## config.mk

```make
export PLATFORM = sky130hd
export DESIGN_NAME = rst_seq_top
export DESIGN_NICKNAME = d
export VERILOG_FILES = /design/src/rtl/rst_seq_pkg.sv /design/src/rtl/rst_width_ctrl.sv /design/src/rtl/strap_capture.sv /design/src/rtl/rst_seq_top.sv
export SDC_FILE = /design/constraint.sdc
export NUM_CORES = 1
export LEC_CHECK = 0
export BUFFER_PORTS_ARGS = -buffer_cell sky130_fd_sc_hd__buf_2
export CORE_MARGIN = 5
export CORE_UTILIZATION = 30
export DETAILED_ROUTE_END_ITERATION = 8
export SLEW_MARGIN = 20
export SYNTH_ARGS = -nofsm -noshare
export SYNTH_HDL_FRONTEND = slang
export SYNTH_SLANG_ARGS = --single-unit
```

## constraint.sdc

```tcl
create_clock -name clk -period 3 [get_ports clk]
set_clock_uncertainty 0.15 [all_clocks]
set_input_delay 0.45 -clock clk [delete_from_list [all_inputs] [get_ports clk]]
set_output_delay 0.45 -clock clk [all_outputs]
set_load 0.01 [all_outputs]
```

## src/rtl/rst_seq_pkg.sv

```systemverilog
package rst_seq_pkg;
    typedef enum logic {
        PH_HOLD = 1'b0,
        PH_RUN  = 1'b1
    } phase_e;
endpackage

```

## src/rtl/rst_width_ctrl.sv

```systemverilog
module rst_width_ctrl
    import rst_seq_pkg::*;
#(
    parameter int COLD_MIN = 64,
    parameter int WARM_MIN = 15
) (
    input  logic clk,
    input  logic pwr_good,
    input  logic rst_req,
    output logic core_rst,
    output logic release_o,
    output logic assert_o
);
    localparam int MAX_MIN = (COLD_MIN > WARM_MIN) ? COLD_MIN : WARM_MIN;
    localparam int CNT_W   = (MAX_MIN < 2) ? 1 : $clog2(MAX_MIN);
    localparam logic [CNT_W-1:0] COLD_LIM = CNT_W'(COLD_MIN - 1);
    localparam logic [CNT_W-1:0] WARM_LIM = CNT_W'(WARM_MIN - 1);

    typedef struct packed {
        phase_e           phase;
        logic [CNT_W-1:0] cnt;
        logic             cold;
    } wc_state_t;

    wc_state_t s_d, s_q;
    logic [CNT_W-1:0] lim;

    always_comb begin
        s_d       = s_q;
        release_o = 1'b0;
        assert_o  = 1'b0;
        lim       = s_q.cold ? COLD_LIM : WARM_LIM;
        if (s_q.phase == PH_HOLD) begin
            if (!rst_req && (s_q.cnt >= lim)) begin
                s_d.phase = PH_RUN;
                s_d.cold  = 1'b0;
                s_d.cnt   = '0;
                release_o = 1'b1;
            end else if (s_q.cnt < lim) begin
                s_d.cnt = s_q.cnt + 1'b1;
            end
        end else if (rst_req) begin
            s_d.phase = PH_HOLD;
            s_d.cnt   = '0;
            assert_o  = 1'b1;
        end
    end

    always_ff @(posedge clk or negedge pwr_good) begin
        if (!pwr_good) begin
            s_q <= '{phase: PH_HOLD, cnt: '0, cold: 1'b1};
        end else begin
            s_q <= s_d;
        end
    end

    assign core_rst = (s_q.phase == PH_HOLD);

    p_enter_on_req_r1: assert property (@(posedge clk) disable iff (!pwr_good)
        (!core_rst && rst_req) |=> core_rst);

    p_hold_while_req_r2: assert property (@(posedge clk) disable iff (!pwr_good)
        (core_rst && rst_req) |=> core_rst);
endmodule

```

## src/rtl/strap_capture.sv

```systemverilog
module strap_capture #(
    parameter int RATIO_W   = 3,
    parameter int HOLD_CYC  = 2,
    parameter int SETUP_CYC = 2
) (
    input  logic               clk,
    input  logic               pwr_good,
    input  logic [RATIO_W-1:0] ratio_i,
    input  logic               burst_i,
    input  logic               flush_i,
    input  logic               release_i,
    input  logic               assert_i,
    output logic [RATIO_W-1:0] ratio_o,
    output logic               burst_o,
    output logic               flush_o,
    output logic               viol_o
);
    localparam int SW    = RATIO_W + 2;
    localparam int WIN_W = $clog2(HOLD_CYC + 1);
    localparam logic [WIN_W-1:0] WIN_INIT = WIN_W'(HOLD_CYC);

    typedef struct packed {
        logic [SW-1:0]                 capt;
        logic [WIN_W-1:0]              win;
        logic                          viol;
        logic [SETUP_CYC-1:0][SW-1:0]  hist;
    } cap_state_t;

    cap_state_t s_d, s_q;
    logic [SW-1:0]        cur;
    logic [SETUP_CYC-1:0] unstable;

    assign cur = {flush_i, burst_i, ratio_i};

    // Stability across the release edge and the edges before it
    assign unstable[0] = (cur != s_q.hist[0]);
    for (genvar k = 1; k < SETUP_CYC; k++) begin : g_setup
        assign unstable[k] = (s_q.hist[k-1] != s_q.hist[k]);
    end

    always_comb begin
        s_d         = s_q;
        s_d.hist[0] = cur;
        for (int k = 1; k < SETUP_CYC; k++) begin
            s_d.hist[k] = s_q.hist[k-1];
        end
        if (assert_i) begin
            s_d.capt = '0;
            s_d.win  = '0;
        end else if (release_i) begin
            s_d.capt = {s_q.hist[0][SW-1], cur[SW-2:0]};
            s_d.win  = WIN_INIT;
            if (|unstable) begin
                s_d.viol = 1'b1;
            end
        end else if (s_q.win != '0) begin
            s_d.win = s_q.win - 1'b1;
            if (cur != s_q.capt) begin
                s_d.viol = 1'b1;
            end
        end
    end

    always_ff @(posedge clk or negedge pwr_good) begin
        if (!pwr_good) begin
            s_q <= '0;
        end else begin
            s_q <= s_d;
        end
    end

    assign ratio_o = s_q.capt[RATIO_W-1:0];
    assign burst_o = s_q.capt[SW-2];
    assign flush_o = s_q.capt[SW-1];
    assign viol_o  = s_q.viol;

    p_ratio_at_release_r5: assert property (@(posedge clk) disable iff (!pwr_good)
        release_i |=> (ratio_o == $past(ratio_i)) && (burst_o == $past(burst_i)));

    p_window_change_r8: assert property (@(posedge clk) disable iff (!pwr_good)
        (s_q.win != '0 && !assert_i && !release_i && cur != s_q.capt) |=> viol_o);

    p_viol_sticky_r10: assert property (@(posedge clk) disable iff (!pwr_good)
        viol_o |=> viol_o);
endmodule

```

## src/rtl/rst_seq_top.sv

```systemverilog
module rst_seq_top #(
    parameter int COLD_MIN  = 64,
    parameter int WARM_MIN  = 15,
    parameter int RATIO_W   = 3,
    parameter int HOLD_CYC  = 2,
    parameter int SETUP_CYC = 2
) (
    input  logic               clk,
    input  logic               pwr_good,
    input  logic               rst_req,
    input  logic [RATIO_W-1:0] ratio_strap,
    input  logic               burst_strap,
    input  logic               flush_req,
    output logic               core_rst,
    output logic [RATIO_W-1:0] ratio_cfg,
    output logic               burst_cfg,
    output logic               flush_cfg,
    output logic               strap_viol
);
    logic rel_pulse;
    logic asr_pulse;

    rst_width_ctrl #(
        .COLD_MIN (COLD_MIN),
        .WARM_MIN (WARM_MIN)
    ) u_width (
        .clk       (clk),
        .pwr_good  (pwr_good),
        .rst_req   (rst_req),
        .core_rst  (core_rst),
        .release_o (rel_pulse),
        .assert_o  (asr_pulse)
    );

    strap_capture #(
        .RATIO_W   (RATIO_W),
        .HOLD_CYC  (HOLD_CYC),
        .SETUP_CYC (SETUP_CYC)
    ) u_capture (
        .clk       (clk),
        .pwr_good  (pwr_good),
        .ratio_i   (ratio_strap),
        .burst_i   (burst_strap),
        .flush_i   (flush_req),
        .release_i (rel_pulse),
        .assert_i  (asr_pulse),
        .ratio_o   (ratio_cfg),
        .burst_o   (burst_cfg),
        .flush_o   (flush_cfg),
        .viol_o    (strap_viol)
    );

    // Independent width measurement used only by the checks below
    int unsigned hi_cnt_q;
    logic        cold_mark_q;

    always_ff @(posedge clk or negedge pwr_good) begin
        if (!pwr_good) begin
            hi_cnt_q    <= 0;
            cold_mark_q <= 1'b1;
        end else begin
            hi_cnt_q    <= core_rst ? hi_cnt_q + 1 : 0;
            cold_mark_q <= core_rst ? cold_mark_q : 1'b0;
        end
    end

    p_min_width_r3: assert property (@(posedge clk) disable iff (!pwr_good)
        $fell(core_rst) |-> (hi_cnt_q >= (cold_mark_q ? COLD_MIN : WARM_MIN)));

    p_cfg_stable_r7: assert property (@(posedge clk) disable iff (!pwr_good)
        (!core_rst && !rst_req) |=> $stable(ratio_cfg) && $stable(burst_cfg) && $stable(flush_cfg));
endmodule

```

---- Yosys cells after proc, flatten, opt, wreduce, memory -nomap -nowiden ----
Cells that the tools add are included.
storage, ports and cells
  latch bits .............................. 0
  logic and storage cells ................. 46
  output and inout port bits .............. 7
  bits in registers ....................... 26
  ROM bits ................................ 0
  memories ................................ 0
  RAM bits ................................ 0
operators by class
  multiplexer cells ....................... 15
  order comparisons ....................... 2
  equality and inequality tests ........... 5
  add/sub/neg operators ................... 2
  reduce and logical (&&, ||, !) cells .... 12
  shift operators ......................... 0
  bitwise logic cells ..................... 2
  div/mod/pow operators ................... 0
  multiply operators ...................... 0
operators with widths
  cell                                                   count
  2-to-1 mux 7 bit                                       3
  2-to-1 mux 6 bit                                       3
  inequality test 5 bit                                  3
  nonzero test 2 bit                                     4
  adder 6 x 1 -> 6 bit, second input constant            1
  >= comparator 6 bit                                    1
  less-than comparator 6 bit                             1
  2-to-1 mux 1 bit                                       6
  2-to-1 mux 3 bit                                       2
  nonzero test 3 bit                                     2
  2-to-1 mux 5 bit                                       1
  AND reduction 2 bit                                    2
  AND reduction 4 bit                                    1
  inequality test 2 x 1 -> 1 bit, second input constant  1
  inequality test 2 bit, second input constant           1
  inverter 1 bit                                         2
  OR reduction 2 bit                                     1
  subtractor 2 x 1 -> 2 bit, second input constant       1
  logical AND 1 bit                                      1
  logical NOT 1 bit                                      1

---- Depth between registers and ports, before layout ----
  depth after elaboration ................. 7
  depth in mapped cells ................... 7
  mapped depth without buffers ............ 6

---- Cells and area by module ----
From an unflattened synthesis, not the netlist that was laid out.
unflattened totals
  cells, all modules ...................... 116
  area total of the unflattened synthesis .. 1,292.5 sq um
modules (own cells, without submodules)
  module          area an instance (sq um)  times used  cells an instance  seq. area each (sq um)
  strap_capture   763.2                     1           65                 450.4
  rst_width_ctrl  529.3                     1           51                 201.4

---- Least setup slack after synthesis ----
Ideal clock, no wire load.
  path kind ............................... register -> register
  from .................................... reg u_width.s_q[0] (netlist bit)
  to ...................................... reg u_capture.s_q (netlist bit u_capture.viol_o)
  arrival time ............................ 1.846 ns
  stages on the path, launching flop included .. 8
  data required time ...................... 2.724 ns
  setup slack ............................. 0.878 ns
  setup time .............................. 0.126 ns
  cells stage by stage .................... dfstp_2 > inv_1 > ha_1 > and4_4 > a31oi_1 > or3_1 > buf_6 > a311o_1
on the way
  cells in the longest elaborated chain, start to end .. 7
  elaborated cells between the ends (all ways) .. 10
RTL lines
  element                                                                         line                  RTL
  start: declaration                                                              rst_width_ctrl.sv:25  wc_state_t s_d, s_q;
  start signal: assignment                                                        rst_width_ctrl.sv:51  s_q <= '{phase: PH_HOLD, cnt: '0, cold: 1'b1};
  2-to-1 mux 6 bit *                                                              rst_width_ctrl.sv:32  lim = s_q.cold ? COLD_LIM : WARM_LIM;
  >= comparator 6 bit *                                                           rst_width_ctrl.sv:34  if (!rst_req && (s_q.cnt >= lim)) begin
  logical AND 1 bit *                                                             rst_width_ctrl.sv:34
  2-to-1 mux 1 bit *                                                              rst_width_ctrl.sv:34
  2-to-1 mux 1 bit *                                                              rst_width_ctrl.sv:33  if (s_q.phase == PH_HOLD) begin
  inequality test 2 x 1 -> 1 bit (no line) or nonzero test 2 bit (tied branches)  -
  AND reduction 4 bit (no line)                                                   -
  end signal: assignment                                                          strap_capture.sv:66   s_q <= '0;
  end signal: assignment                                                          strap_capture.sv:68   s_q <= s_d;
  end: declaration                                                                strap_capture.sv:29   cap_state_t s_d, s_q;
Mark *: on every way between the ends. The rest lies on a longest branch, timed or not.
A chain may end at the register's enable or synchronous reset.

---- Final worst setup path ----
Ends and elaborated chain as after synthesis.

==> reports/qor.yml <==
yosys:
  yosys_warnings: 0
  syn_nets: 135
  synth_common_cells: "dfrtp_1, inv_1, nand3_1"
  netlist_area_mm2: 0.00126
  synth_cells: 122
  ys.flop_type: "dfrtp_1"
  synth_edf_count: 0
  post-synth-top-count-cell: "dfrtp_1"
  synth_top_area_cell: "dfrtp_1"
  synthTopCellsByArea: "dfrtp_1, ha_1, nand3_1"
  synth_top_area_share_pct: 49.5
  syn_area_per_cell_um2: 10.4
  async_reset_ff_share_pct: 100
  ys_seq_area_share_pct: 51.5
  ys_ff_latch: 26
  ys_types: 32
detailed_routing:
  postRouteAntennaNets: 0
  vias: 917
  dr.pass1.iters: 4
  first_iter_violations: 74
  routed_wl_um: 2530
  drc: 0
  wire_per_inst_um: 13.6
  routed_via_density: 4.93
clock_tree:
  cts_resized: 0
  htreeDepth: 1
  clockBufferDepth: 2
  clock_latency_ps: 260
  tritoncts: "yes"
  clockRootBuffer: "clkbuf_8"
  numCtsBuffers: 3
  cts.clk_slew.worst_paths_ps: 90
  cts_setup_buffers: 0
  cts_hold_buf: 0
  cts.sinks: 26
timing:
  fin_crit_sh_pct: 77.3
  rsz0062_at_grt: "no"
  period_minus_slack_ps: 2320
  timing.fmax_mhz: 431
  tightestPinTransition_ps: 714
  final-setup-viol-count: 0
  drv_slew: 0
  finalSetupTns_ps: 0
  relSlewSlack_pct: 52.2
  hold_viol: 0
setup_path:
  criticalPathCategory: "reg2reg"
  timing.rr.end: "u_capture.viol_o"
  cp.required_ps: 3000
  crit_path_end_kind: "flip-flop"
  rr_worst_depth: 6
  cp-start-kind: "flip-flop"
  rr_startpoint: "u_width.s_q[0]"
  r2r_setup_slack_ps: 680
  arrival_ps: 2320
  critPathMaxFanout: 9
floorplanning:
  die_h_um: 74.9
  ios: 15
  fp.dieArea_mm2: 0.00562
  core_mm2: 0.00406
  die_width_um: 74.9
  row_count: 23
  initial_core_util_pct: 31.2
layout:
  fillerInstances: 432
  stdcell_count: 186
  area_growth_pct: 12.2
  drive_gt1_share_pct: 15.4
  n_antenna_cell: 0
  postLayoutCellArea_mm2: 0.00142
  fin_nets: 150
run:
  max_cap_violations: 0
power:
  cellLeakagePower_nw: 0.679
  ir_worst_vdd_uv: 205
  power_density_mw_per_mm2: 838
  total_power_mw: 1.19
run_status:
  outcome: "completed"
min_path:
  hold_path_class: "in2async"
placement:
  hpwlAfterDp_um: 1890
  io_buffers: 14
  gp_congestion: 0.781
  place_inst: 182
  dpl_cell_area_mm2: 0.00136
global_routing:
  gr-total-overflow: 0
  grt_max_degree: 27
  grt_pass1_vias: 897
  grt_pass1_wl_um: 4040
  grtUsageTotal_pct: 9.31
  antenna_found_initial: 0
through the flow:
| step | worst slack [ps] | utilization [%] | hold WS (ps) |
|---|---|---|---|
| finish | 682 | 35.0 | 26.5 |
| global route | 585 | 35.0 | 66.5 |
| CTS | 661 | 35.0 | 37.4 |
| detailed placement | 685 | 33.6 | 231 |
| global placement | 759 | 33.6 | 226 |
| floorplan | 878 | - | 4.41 |
power breakdown:
| group | switching, mW | internal (mW) |
|---|---|---|
| logic | 0.250 | 0.203 |
| clock network | 0.104 | 0.117 |
| registers | 0.0757 | 0.439 |
layout make-up:
type	count	area, um2	area share (%)
sequential	26	652	45.9
clock buffer	4	55.1	3.88
timing repair buffer	14	70.1	4.94
tap	50	62.6	4.41
multi-input combinational	78	527	37.1
inverter	14	52.6	3.70
flip-flops by register name, summed over array words and instances (netlist names):
| name | count |
|---|---|
| u_capture.s_q | 7 |
| u_capture.ratio_o | 3 |
| u_capture.s_d | 5 |
| u_capture.burst_o | 1 |
| u_width.s_q | 8 |
| u_capture.viol_o | 1 |
| u_capture.flush_o | 1 |
worst max path at each step:
stage | endpoint | start | cells past startpoint | slack (ps)
after floorplan | u_capture.viol_o | u_width.s_q[0] | 7 | 880
after global placement | u_capture.viol_o | u_width.s_q[0] | 6 | 760
after detailed placement | u_capture.viol_o | u_width.s_q[0] | 6 | 680
after CTS | u_capture.viol_o | u_width.s_q[0] | 6 | 660
after global routing | u_capture.viol_o | u_width.s_q[0] | 6 | 580
final | u_capture.viol_o | u_width.s_q[0] | 6 | 680
logic make-up (layout without fill, tap and decap cells):
kind of cell,after synthesis,in the layout,share of synthesized area (%)
compound gates,20,20,10.8
xor+xnor,7,7,4.85
fa+ha+maj,5,5,4.95
buf+inv,18,32,6.82
flops,26,26,51.5
mux,5,5,3.96
simple gates,41,41,17.1
per-layer routing:
layer,wire length [um],track usage [%],part of all wire [%]
met4,0,2.37,0
met3,132,2.54,5.2
met5,0,0,0
met1,1170,12.2,46
met2,1220,15.2,48
critical path, cell delays in order (launching register included):
cell and delay (ps):
dfstp_2 550, inv_1 60, ha_1 310, and4_4 230, a31oi_1 90, or3_1 490, a311o_1 320
cell usage in the layout (no fill, tap or decap), drive strengths merged, types with 3 or more instances in the layout:
| cell type | instances |
|---|---|
| xor2 | 3 |
| xnor2 | 4 |
| mux2i | 5 |
| dfrtp | 25 |
| clkbuf | 4 |
| or3 | 6 |
| a31oi | 6 |
| o21ai | 3 |
| ha | 5 |
| nand2 | 10 |
| nand3 | 11 |
| buf | 14 |
| nor2 | 3 |
| inv | 14 |
(Power assumes the default switching activity.)
